### config.mk
export PLATFORM = sky130hd
export DESIGN_NAME = wol_wake_gen
export DESIGN_NICKNAME = d
export VERILOG_FILES = /design/src/rtl/wol_pkg.sv /design/src/rtl/wol_pend.sv /design/src/rtl/wol_pulse.sv /design/src/rtl/wol_wake_gen.sv
export SDC_FILE = /design/constraint.sdc
export NUM_CORES = 1
export LEC_CHECK = 0
export ABC_AREA = 1
export BUFFER_PORTS_ARGS = -buffer_cell sky130_fd_sc_hd__buf_2
export CAP_MARGIN = 20
export CELL_PAD_IN_SITES_DETAIL_PLACEMENT = 0
export CELL_PAD_IN_SITES_GLOBAL_PLACEMENT = 1
export CORE_MARGIN = 1.5
export CORE_UTILIZATION = 31
export DETAILED_ROUTE_END_ITERATION = 10
export PLACE_DENSITY_LB_ADDON = 0.1
export REMOVE_ABC_BUFFERS = 1
export SYNTH_ARGS = -nofsm -noshare
export SYNTH_HDL_FRONTEND = slang
export SYNTH_HIERARCHICAL = 1
export SYNTH_SLANG_ARGS = --single-unit
### constraint.sdc
create_clock -name clk_i -period 1.2 [get_ports clk_i]
set_input_delay 0.12 -clock clk_i [delete_from_list [all_inputs] [get_ports clk_i]]
set_output_delay 0.12 -clock clk_i [all_outputs]
set_load 0.03 [all_outputs]
### src/rtl/wol_pkg.sv
package wol_pkg;
  typedef enum logic [1:0] {
    WK_LVL_HI  = 2'b00,
    WK_LVL_LO  = 2'b01,
    WK_PLS_POS = 2'b10,
    WK_PLS_NEG = 2'b11
  } wake_mode_e;

  function automatic logic mode_is_pulse(wake_mode_e m);
    return m[1];
  endfunction

  function automatic logic mode_idle_level(wake_mode_e m);
    return m[0];
  endfunction
endpackage

### src/rtl/wol_pend.sv
module wol_pend (
  input  logic clk_i,
  input  logic rst_ni,
  input  logic evt_i,
  input  logic clr_i,
  output logic pend_o
);
  logic pend_q;

  always_ff @(posedge clk_i or negedge rst_ni) begin
    if (!rst_ni)    pend_q <= 1'b0;
    else if (evt_i) pend_q <= 1'b1;  // event beats clear
    else if (clr_i) pend_q <= 1'b0;
  end

  assign pend_o = pend_q;

  AST_PEND_SET:  assert property (@(posedge clk_i) disable iff (!rst_ni) evt_i |=> pend_q);
  AST_PEND_CLR:  assert property (@(posedge clk_i) disable iff (!rst_ni) (clr_i && !evt_i) |=> !pend_q);
  AST_PEND_HOLD: assert property (@(posedge clk_i) disable iff (!rst_ni) (pend_q && !clr_i) |=> pend_q);
endmodule

### src/rtl/wol_pulse.sv
module wol_pulse #(
  parameter int unsigned PULSE_CYCLES = 16
) (
  input  logic clk_i,
  input  logic rst_ni,
  input  logic act_i,
  output logic pulse_o
);
  localparam int unsigned CntW = $clog2(PULSE_CYCLES + 1);
  localparam logic [CntW-1:0] CntLoad = CntW'(PULSE_CYCLES - 1);

  logic [CntW-1:0] cnt_q;
  logic            armed_q;
  logic            start;

  // new pulse only on a fresh activation with no pulse running
  assign start   = act_i && !armed_q && (cnt_q == '0);
  assign pulse_o = start || (cnt_q != '0);

  always_ff @(posedge clk_i or negedge rst_ni) begin
    if (!rst_ni) begin
      cnt_q   <= '0;
      armed_q <= 1'b0;
    end else begin
      armed_q <= act_i;
      if (start)             cnt_q <= CntLoad;
      else if (cnt_q != '0)  cnt_q <= cnt_q - CntW'(1);
    end
  end

  AST_CNT_RANGE: assert property (@(posedge clk_i) disable iff (!rst_ni) cnt_q <= CntLoad);
  AST_NO_STRETCH: assert property (@(posedge clk_i) disable iff (!rst_ni)
    (cnt_q != '0) |=> (cnt_q == $past(cnt_q) - CntW'(1)));
endmodule

### src/rtl/wol_wake_gen.sv
module wol_wake_gen #(
  parameter int unsigned PULSE_CYCLES = 16
) (
  input  logic       clk_i,
  input  logic       rst_ni,
  input  logic       wake_evt_i,
  input  logic       clear_i,
  input  logic [1:0] mode_i,
  input  logic       mode_we_i,
  input  logic       gate_iso_i,
  input  logic       iso_ni,
  input  logic       bus_drive_i,
  output logic       pme_drive_o,
  output logic       lwake_o,
  output logic       bus_oe_o
);
  import wol_pkg::*;

  wake_mode_e mode_q;
  logic       pend;
  logic       wake_act;
  logic       pulse_on;
  logic       active;

  always_ff @(posedge clk_i or negedge rst_ni) begin
    if (!rst_ni)        mode_q <= WK_LVL_HI;
    else if (mode_we_i) mode_q <= wake_mode_e'(mode_i);
  end

  wol_pend i_pend (
    .clk_i  (clk_i),
    .rst_ni (rst_ni),
    .evt_i  (wake_evt_i),
    .clr_i  (clear_i),
    .pend_o (pend)
  );

  assign wake_act = pend && (!gate_iso_i || !iso_ni);

  wol_pulse #(.PULSE_CYCLES(PULSE_CYCLES)) i_pulse (
    .clk_i   (clk_i),
    .rst_ni  (rst_ni),
    .act_i   (wake_act && mode_is_pulse(mode_q)),
    .pulse_o (pulse_on)
  );

  assign active      = mode_is_pulse(mode_q) ? pulse_on : wake_act;
  assign lwake_o     = active ^ mode_idle_level(mode_q);
  assign pme_drive_o = pend;
  assign bus_oe_o    = bus_drive_i && iso_ni;  // request line exempt from isolation

  AST_UNGATED_TOGETHER: assert property (@(posedge clk_i) disable iff (!rst_ni)
    (!gate_iso_i && mode_q == WK_LVL_HI && pme_drive_o) |-> lwake_o);
  AST_GATED_IDLE: assert property (@(posedge clk_i) disable iff (!rst_ni)
    (gate_iso_i && iso_ni && mode_q == WK_LVL_HI) |-> !lwake_o);
  AST_LOW_LEVEL: assert property (@(posedge clk_i) disable iff (!rst_ni)
    (mode_q == WK_LVL_LO && !pme_drive_o) |-> lwake_o);
  AST_ISO_BLOCK: assert property (@(posedge clk_i) disable iff (!rst_ni)
    !iso_ni |-> !bus_oe_o);
endmodule

# Word-level counts from Yosys, hierarchy flattened
# Index checks and enable logic that the tools add are counted.
# classes
mux	5
add_sub_neg	1
n_reduce_logical	14
n_bitwise	1
# op_table
operator	n
5-bit two-way mux	2
1-bit logical AND	5
5-bit logical NOT	1
5-bit nonzero test	1
5-bit by 1-bit subtractor with 5-bit output (second input constant)	1
2-bit nonzero test	2
1-bit logical NOT	3
1-bit two-way mux	3
1-bit logical OR	2
1-bit bitwise XOR	1
# word_totals
ff_bits	9
output_inout_bits	3
elab_cells	25

# Depth between registers and ports, before layout
# logic_depth
ltp_word	9
ltp_mapped	11
ltp_nobuf	11

# Cells and area by module
# Netlist, hierarchy kept.
# by_module_without_submodules
mod	area_per_inst_um2	n_inst	cells_per_inst
wol_pulse	307.8	1	33
wol_wake_gen	126.4	1	19
wol_pend	40.0	1	5

# Worst setup path before layout
# Ideal clock, no wire load.
# synth_timing
path_kind	register to output
startpoint	reg i_pend.pend_q, in the netlist i_pend/pend_o
endpoint	out lwake_o
stages_incl_launch_ff	11
arrival_time_ns	1.430
slack_ns	-0.350
required_time_ns	1.080
cell_sequence	dfrtp_1 -> nand2_1 -> nor2_1 -> inv_1 -> nor2_1 -> inv_1 -> nand2_2 -> nand2_1 -> nand2_1 -> nand2_1 -> nand2_1
# synth_between
elab_chain_len	7
# synth_rtl
element	line	source
start, declared	wol_pend.sv:8	logic pend_q;
start signal, assigned	wol_pend.sv:11	if (!rst_ni) pend_q <= 1'b0;
start signal, assigned	wol_pend.sv:12	else if (evt_i) pend_q <= 1'b1;
start signal, assigned	wol_pend.sv:13	else if (clr_i) pend_q <= 1'b0;
1-bit logical AND	wol_wake_gen.sv:38	assign wake_act = pend && (!gate_iso_i || !iso_ni);
1-bit logical AND	wol_wake_gen.sv:43	.act_i (wake_act && mode_is_pulse(mode_q)),
1-bit logical AND (2 in a row)	wol_pulse.sv:17	assign start = act_i && !armed_q && (cnt_q == '0);
1-bit logical OR	wol_pulse.sv:18	assign pulse_o = start || (cnt_q != '0);
via pulse_on	wol_wake_gen.sv:22	logic pulse_on;
1-bit two-way mux	wol_wake_gen.sv:47	assign active = mode_is_pulse(mode_q) ? pulse_on : wake_act;
1-bit bitwise XOR	wol_wake_gen.sv:48	assign lwake_o = active ^ mode_idle_level(mode_q);
end, declared	wol_wake_gen.sv:14	output logic lwake_o,
# The timed path passes the listed nets, and every way through them passes these cells.

# Worst setup path after layout
# layout_timing
startpoint	reg i_pulse.cnt_q[1]
endpoint	out lwake_o
# layout_between
elab_chain_len	5
# layout_rtl
element	line	source
start, declared	wol_pulse.sv:12	logic [CntW-1:0] cnt_q;
start signal, assigned	wol_pulse.sv:26	if (start) cnt_q <= CntLoad;
start signal, assigned	wol_pulse.sv:27	else if (cnt_q != '0) cnt_q <= cnt_q - CntW'(1);
5-bit logical NOT	wol_pulse.sv:17	
1-bit logical AND	wol_pulse.sv:17	
1-bit logical OR *	wol_pulse.sv:18	
via pulse_on	wol_wake_gen.sv:22	
1-bit two-way mux *	wol_wake_gen.sv:47	
1-bit bitwise XOR *	wol_wake_gen.sv:48	
# Mark *: on every way through the listed nets, which the timed path passes. The rest lies on a longest branch.

==> flow_summary.html <==
<table>
<tr><th>Metric</th><th>Value</th></tr>
<tr><th colspan="2">Synthesis</th></tr>
<tr><td>Seq/Total Area, Yosys</td><td>a little under half</td></tr>
<tr><td>Number of distinct library cell variants in the gate-level netlist after synthesis</td><td>20</td></tr>
<tr><td>Dominant cells by area after synthesis</td><td>dfrtp_1 47%, nand2_1 13%, inv_1 7.9%, nand3_4 3.7%, ha_1 2.6%</td></tr>
<tr><td>Per-instance average area after synthesis</td><td>8.32 sq um</td></tr>
<tr><td>Count of warnings emitted by yosys</td><td>6</td></tr>
<tr><td>FF+latch count, synth</td><td>9</td></tr>
<tr><td>Cell area after synthesis</td><td>474 sq um</td></tr>
<tr><td>Largest area contributor in the synthesized netlist</td><td>dfrtp_1</td></tr>
<tr><td>Share of Yosys cell area claimed by the top area cell type</td><td>between 40% and 50%</td></tr>
<tr><td>Post-synthesis cell count</td><td>57</td></tr>
<tr><th colspan="2">Timing</th></tr>
<tr><td>Hold Slack</td><td>43.4 ps</td></tr>
<tr><td>Final worst slack</td><td>-323 ps</td></tr>
<tr><td>Time the final worst path needs with I/O delays and setup</td><td>between 1500 and 2000 ps</td></tr>
<tr><td>Fmax</td><td>656 MHz</td></tr>
<tr><td>Total of endpoints with negative setup slack in the final report</td><td>1</td></tr>
<tr><td>Worst-case headroom to the max-slew limit</td><td>86.3%</td></tr>
<tr><td>Worst setup skew after layout</td><td>around 2.5 ps</td></tr>
<tr><td>Post-route clock period utilization</td><td>127%</td></tr>
<tr><td>Max-slew violations</td><td>0</td></tr>
<tr><td>Unrepaired setup endpoints after global routing</td><td>yes</td></tr>
<tr><td>Worst slew pin tran</td><td>about 200 ps</td></tr>
<tr><td>Endpoints failing hold</td><td>0</td></tr>
<tr><th colspan="2">Finish</th></tr>
<tr><td>Number of nets in the layout</td><td>100</td></tr>
<tr><td>Synthesis-to-layout area growth</td><td>53.0%</td></tr>
<tr><td>Sequential cell area</td><td>around 230 sq um</td></tr>
<tr><td>Most frequent standard cell in the layout excluding fill and tap cells</td><td>nand2_1</td></tr>
<tr><td>Most frequent cells in the layout</td><td>16 x nand2_1, 14 x buf_4, 11 x buf_2, 9 x dfrtp_1, 8 x inv_1</td></tr>
<tr><td>Ant diodes</td><td>0</td></tr>
<tr><td>Area occupied by multi-input gates</td><td>between 200 and 250 sq um</td></tr>
<tr><td>Final std cell area, no fill</td><td>about 730 sq um</td></tr>
<tr><td>Share of cells above drive strength 1</td><td>between 50% and 60%</td></tr>
<tr><td>Number of fill cells</td><td>between 100 and 150</td></tr>
<tr><th colspan="2">Critical path</th></tr>
<tr><td>Critical path start-end classification</td><td>flop to primary output</td></tr>
<tr><td>Cell mode on critical path</td><td>nand2_1</td></tr>
<tr><td>Number of buffers and inverters on the critical path</td><td>3</td></tr>
<tr><td>CP peak stage delay</td><td>about 380 ps</td></tr>
<tr><td>Highest net fanout along the worst path</td><td>2</td></tr>
<tr><td>Slowest cell on crit path</td><td>dfrtp_1</td></tr>
<tr><td>Family of cells with the greatest summed delay on the critical path</td><td>flip-flops</td></tr>
<tr><td>Type of element capturing the critical path</td><td>primary output</td></tr>
<tr><td>Worst endpoint data arrival time</td><td>between 1000 and 1500 ps</td></tr>
<tr><td>Crit-path cells</td><td>inv_2, ha_4, nand3_4, clkinv_2, nand2_2, nand2_2, nand2_1, nand2_1, nand2_1, buf_6</td></tr>
<tr><td>Kind of launch point of the worst setup path</td><td>flop</td></tr>
<tr><td>Required time at the worst-slack endpoint</td><td>roughly 1100 ps</td></tr>
<tr><th colspan="2">Power</th></tr>
<tr><td>Worst ir drop on vdd</td><td>between 1 and 1.5 mV</td></tr>
<tr><td>Leakage</td><td>0.398 nW</td></tr>
<tr><td>Power per Cell Area</td><td>2000 nW/um^2</td></tr>
<tr><td>Overall power</td><td>0.00145 W</td></tr>
<tr><th colspan="2">Detailed routing</th></tr>
<tr><td>Via density per instance</td><td>about 4</td></tr>
<tr><td>Pre-Repair DR Iteration Count</td><td>3</td></tr>
<tr><td>Routed wirelength normalized by instance count</td><td>8.89 microns</td></tr>
<tr><td>Drc violations</td><td>0</td></tr>
<tr><td>Initial DRC count</td><td>4</td></tr>
<tr><td>Remaining antenna violation count</td><td>0</td></tr>
<tr><td>Via Count</td><td>approximately 420</td></tr>
<tr><td>Aggregate routed wire length</td><td>slightly above 900 microns</td></tr>
<tr><th colspan="2">Die</th></tr>
<tr><td>Die W</td><td>42.1 microns</td></tr>
<tr><td># rows</td><td>13</td></tr>
<tr><td>Die Height</td><td>42.1 microns</td></tr>
<tr><td>Starting utilization of the core area</td><td>a little over a third</td></tr>
<tr><td>Core area</td><td>about 1400 sq um</td></tr>
<tr><td>Area of the die</td><td>roughly 1800 sq um</td></tr>
<tr><td>I/O pin cnt</td><td>13</td></tr>
<tr><th colspan="2">Clock tree</th></tr>
<tr><td>CTS H-Tree Depth</td><td>1</td></tr>
<tr><td>Root cell of the clock tree</td><td>clkbuf_4</td></tr>
<tr><td>Maximum buffer depth of the clock tree</td><td>2</td></tr>
<tr><td>CTS sink cnt</td><td>9</td></tr>
<tr><td>TritonCTS clock tree</td><td>built</td></tr>
<tr><td>Num CTS Buffers</td><td>3</td></tr>
<tr><td>Clock transition at path regs</td><td>60 ps</td></tr>
<tr><td>Worst skew pair latency</td><td>about 260 ps</td></tr>
<tr><th colspan="2">Global route</th></tr>
<tr><td>Initial antenna violation count</td><td>0</td></tr>
<tr><td>First-pass GRT wire length</td><td>approximately 1.6 mm</td></tr>
<tr><td>Largest net degree at the start of global routing</td><td>10</td></tr>
<tr><td>Overflow left after global routing</td><td>0</td></tr>
<tr><td>Via count of the first global-routing pass</td><td>391</td></tr>
<tr><td>Overall track demand over capacity in global routing</td><td>12.8%</td></tr>
<tr><th colspan="2">Place</th></tr>
<tr><td>Placer's final routability congestion estimate</td><td>approximately 0.67</td></tr>
<tr><td>Post-detailed-placement half-perimeter wirelength</td><td>roughly 660 microns</td></tr>
<tr><td>I/O Buffers</td><td>12</td></tr>
<tr><td>Post-placement cell area</td><td>roughly 640 sq um</td></tr>
<tr><th colspan="2">Min path</th></tr>
<tr><td>Worst min-delay path category</td><td>primary input to flop</td></tr>
<tr><th colspan="2">Outcome</th></tr>
<tr><td>Run status</td><td>finished with violations</td></tr>
<tr><td>Violated checks</td><td>setup timing</td></tr>
<tr><th colspan="2">Run</th></tr>
<tr><td>Max-capacitance violation count</td><td>0</td></tr>
</table>
==> power breakdown <==
part / internal [W] / switching [W]
sequential: 0.000391 / 0.0000698
combinational: 0.000410 / 0.000351
clock: 0.000128 / 0.000101
==> final cells by class <==
type	count	share of cell area, %
multi-input cells	36	31.4
clock buffers	4	3.62
flip-flops and latches	9	31.0
well taps	15	2.59
repair buffers	27	25.0
inverters	12	6.38
==> state kept, by name, summed over array words and instances (netlist names) <==
| signal | cells |
|---|---|
| i_pulse/cnt_q | 5 |
| mode_q | 2 |
| i_pend/pend_o | 1 |
| i_pulse/armed_q | 1 |
==> per-stage QoR <==
stage / setup WS [ps] / setup TNS (ps) / util, % / instances
after floorplan: -350 / -360 / - / 57
after global placement: -138 / -138 / 47.1 / 96
after detailed placement: -148 / -148 / 47.1 / 96
after CTS: -333 / -333 / 52.7 / 103
after global routing: -467 / -498 / 53.1 / 103
final: -323 / -323 / 53.1 / 103
==> kinds of logic (layout without fill, tap and decap cells) <==
group / count (synthesis) / in the layout / synth area share (%)
adders and majority gates: 1 / 1 / 2.64
xor gates and xnor gates: 1 / 1 / 1.85
buffers and inverters: 12 / 43 / 9.76
AOI/OAI and AO/OA: 6 / 6 / 7.65
and+or+nand+nor: 28 / 28 / 30.6
DFF: 9 / 9 / 47.5
==> per-layer routing <==
layer	wire length (microns)	part of all wire [%]	global-route usage [%]	vias up
met5	0	0	0	-
met4	0	0	3.75	0
met3	41	4.5	6.47	0
met2	442	48	20.9	9
met1	432	47	14.6	174
li1	-	-	-	234
==> path summary, 6_finish.rpt <==
check	slack, ps	startpoint	depth (start not counted)	endpoint
worst max-delay path	-320	i_pulse/cnt_q[1]	10	lwake_o
worst min-delay path	40	wake_evt_i	3	i_pend/pend_o
worst max register to register	70	i_pulse/cnt_q[1]	5	i_pulse/cnt_q[2]
worst min register to register	520	i_pend/pend_o	2	i_pulse/armed_q
max in group asynchronous	780	rst_ni	2	i_pulse/cnt_q[2]
min in group asynchronous	240	rst_ni	2	i_pulse/cnt_q[4]
==> timing repair <==
action	in CTS	in global routing
pin swaps	6	1
gates cloned	0	0
setup buffers	2	1
endpoints found under the hold margin	9	0
hold buffers	1	0
resized for setup	9	1
setup endpoints to repair	1	4
==> cell usage after synthesis <==
cell type	instances
o21ai_0	2
nor2_2	1
clkinv_2	1
ha_1	1
inv_1	10
nand3_4	1
nor2_4	1
nand3b_1	1
nand2_1	17
a21oi_2	1
nand2_2	2
a21oi_1	1
nand3_2	1
o21ai_1	1
inv_2	1
nand3_1	1
nor2_1	3
xor2_1	1
o21a_1	1
dfrtp_1	9
==> tightest hold or removal path, delay by kind of cell <==
kind,cells,cell delay [ps]
buffers and inverters,2,100
and+or+nand+nor,1,50
Note: power is estimated with default switching activity, not from simulation.
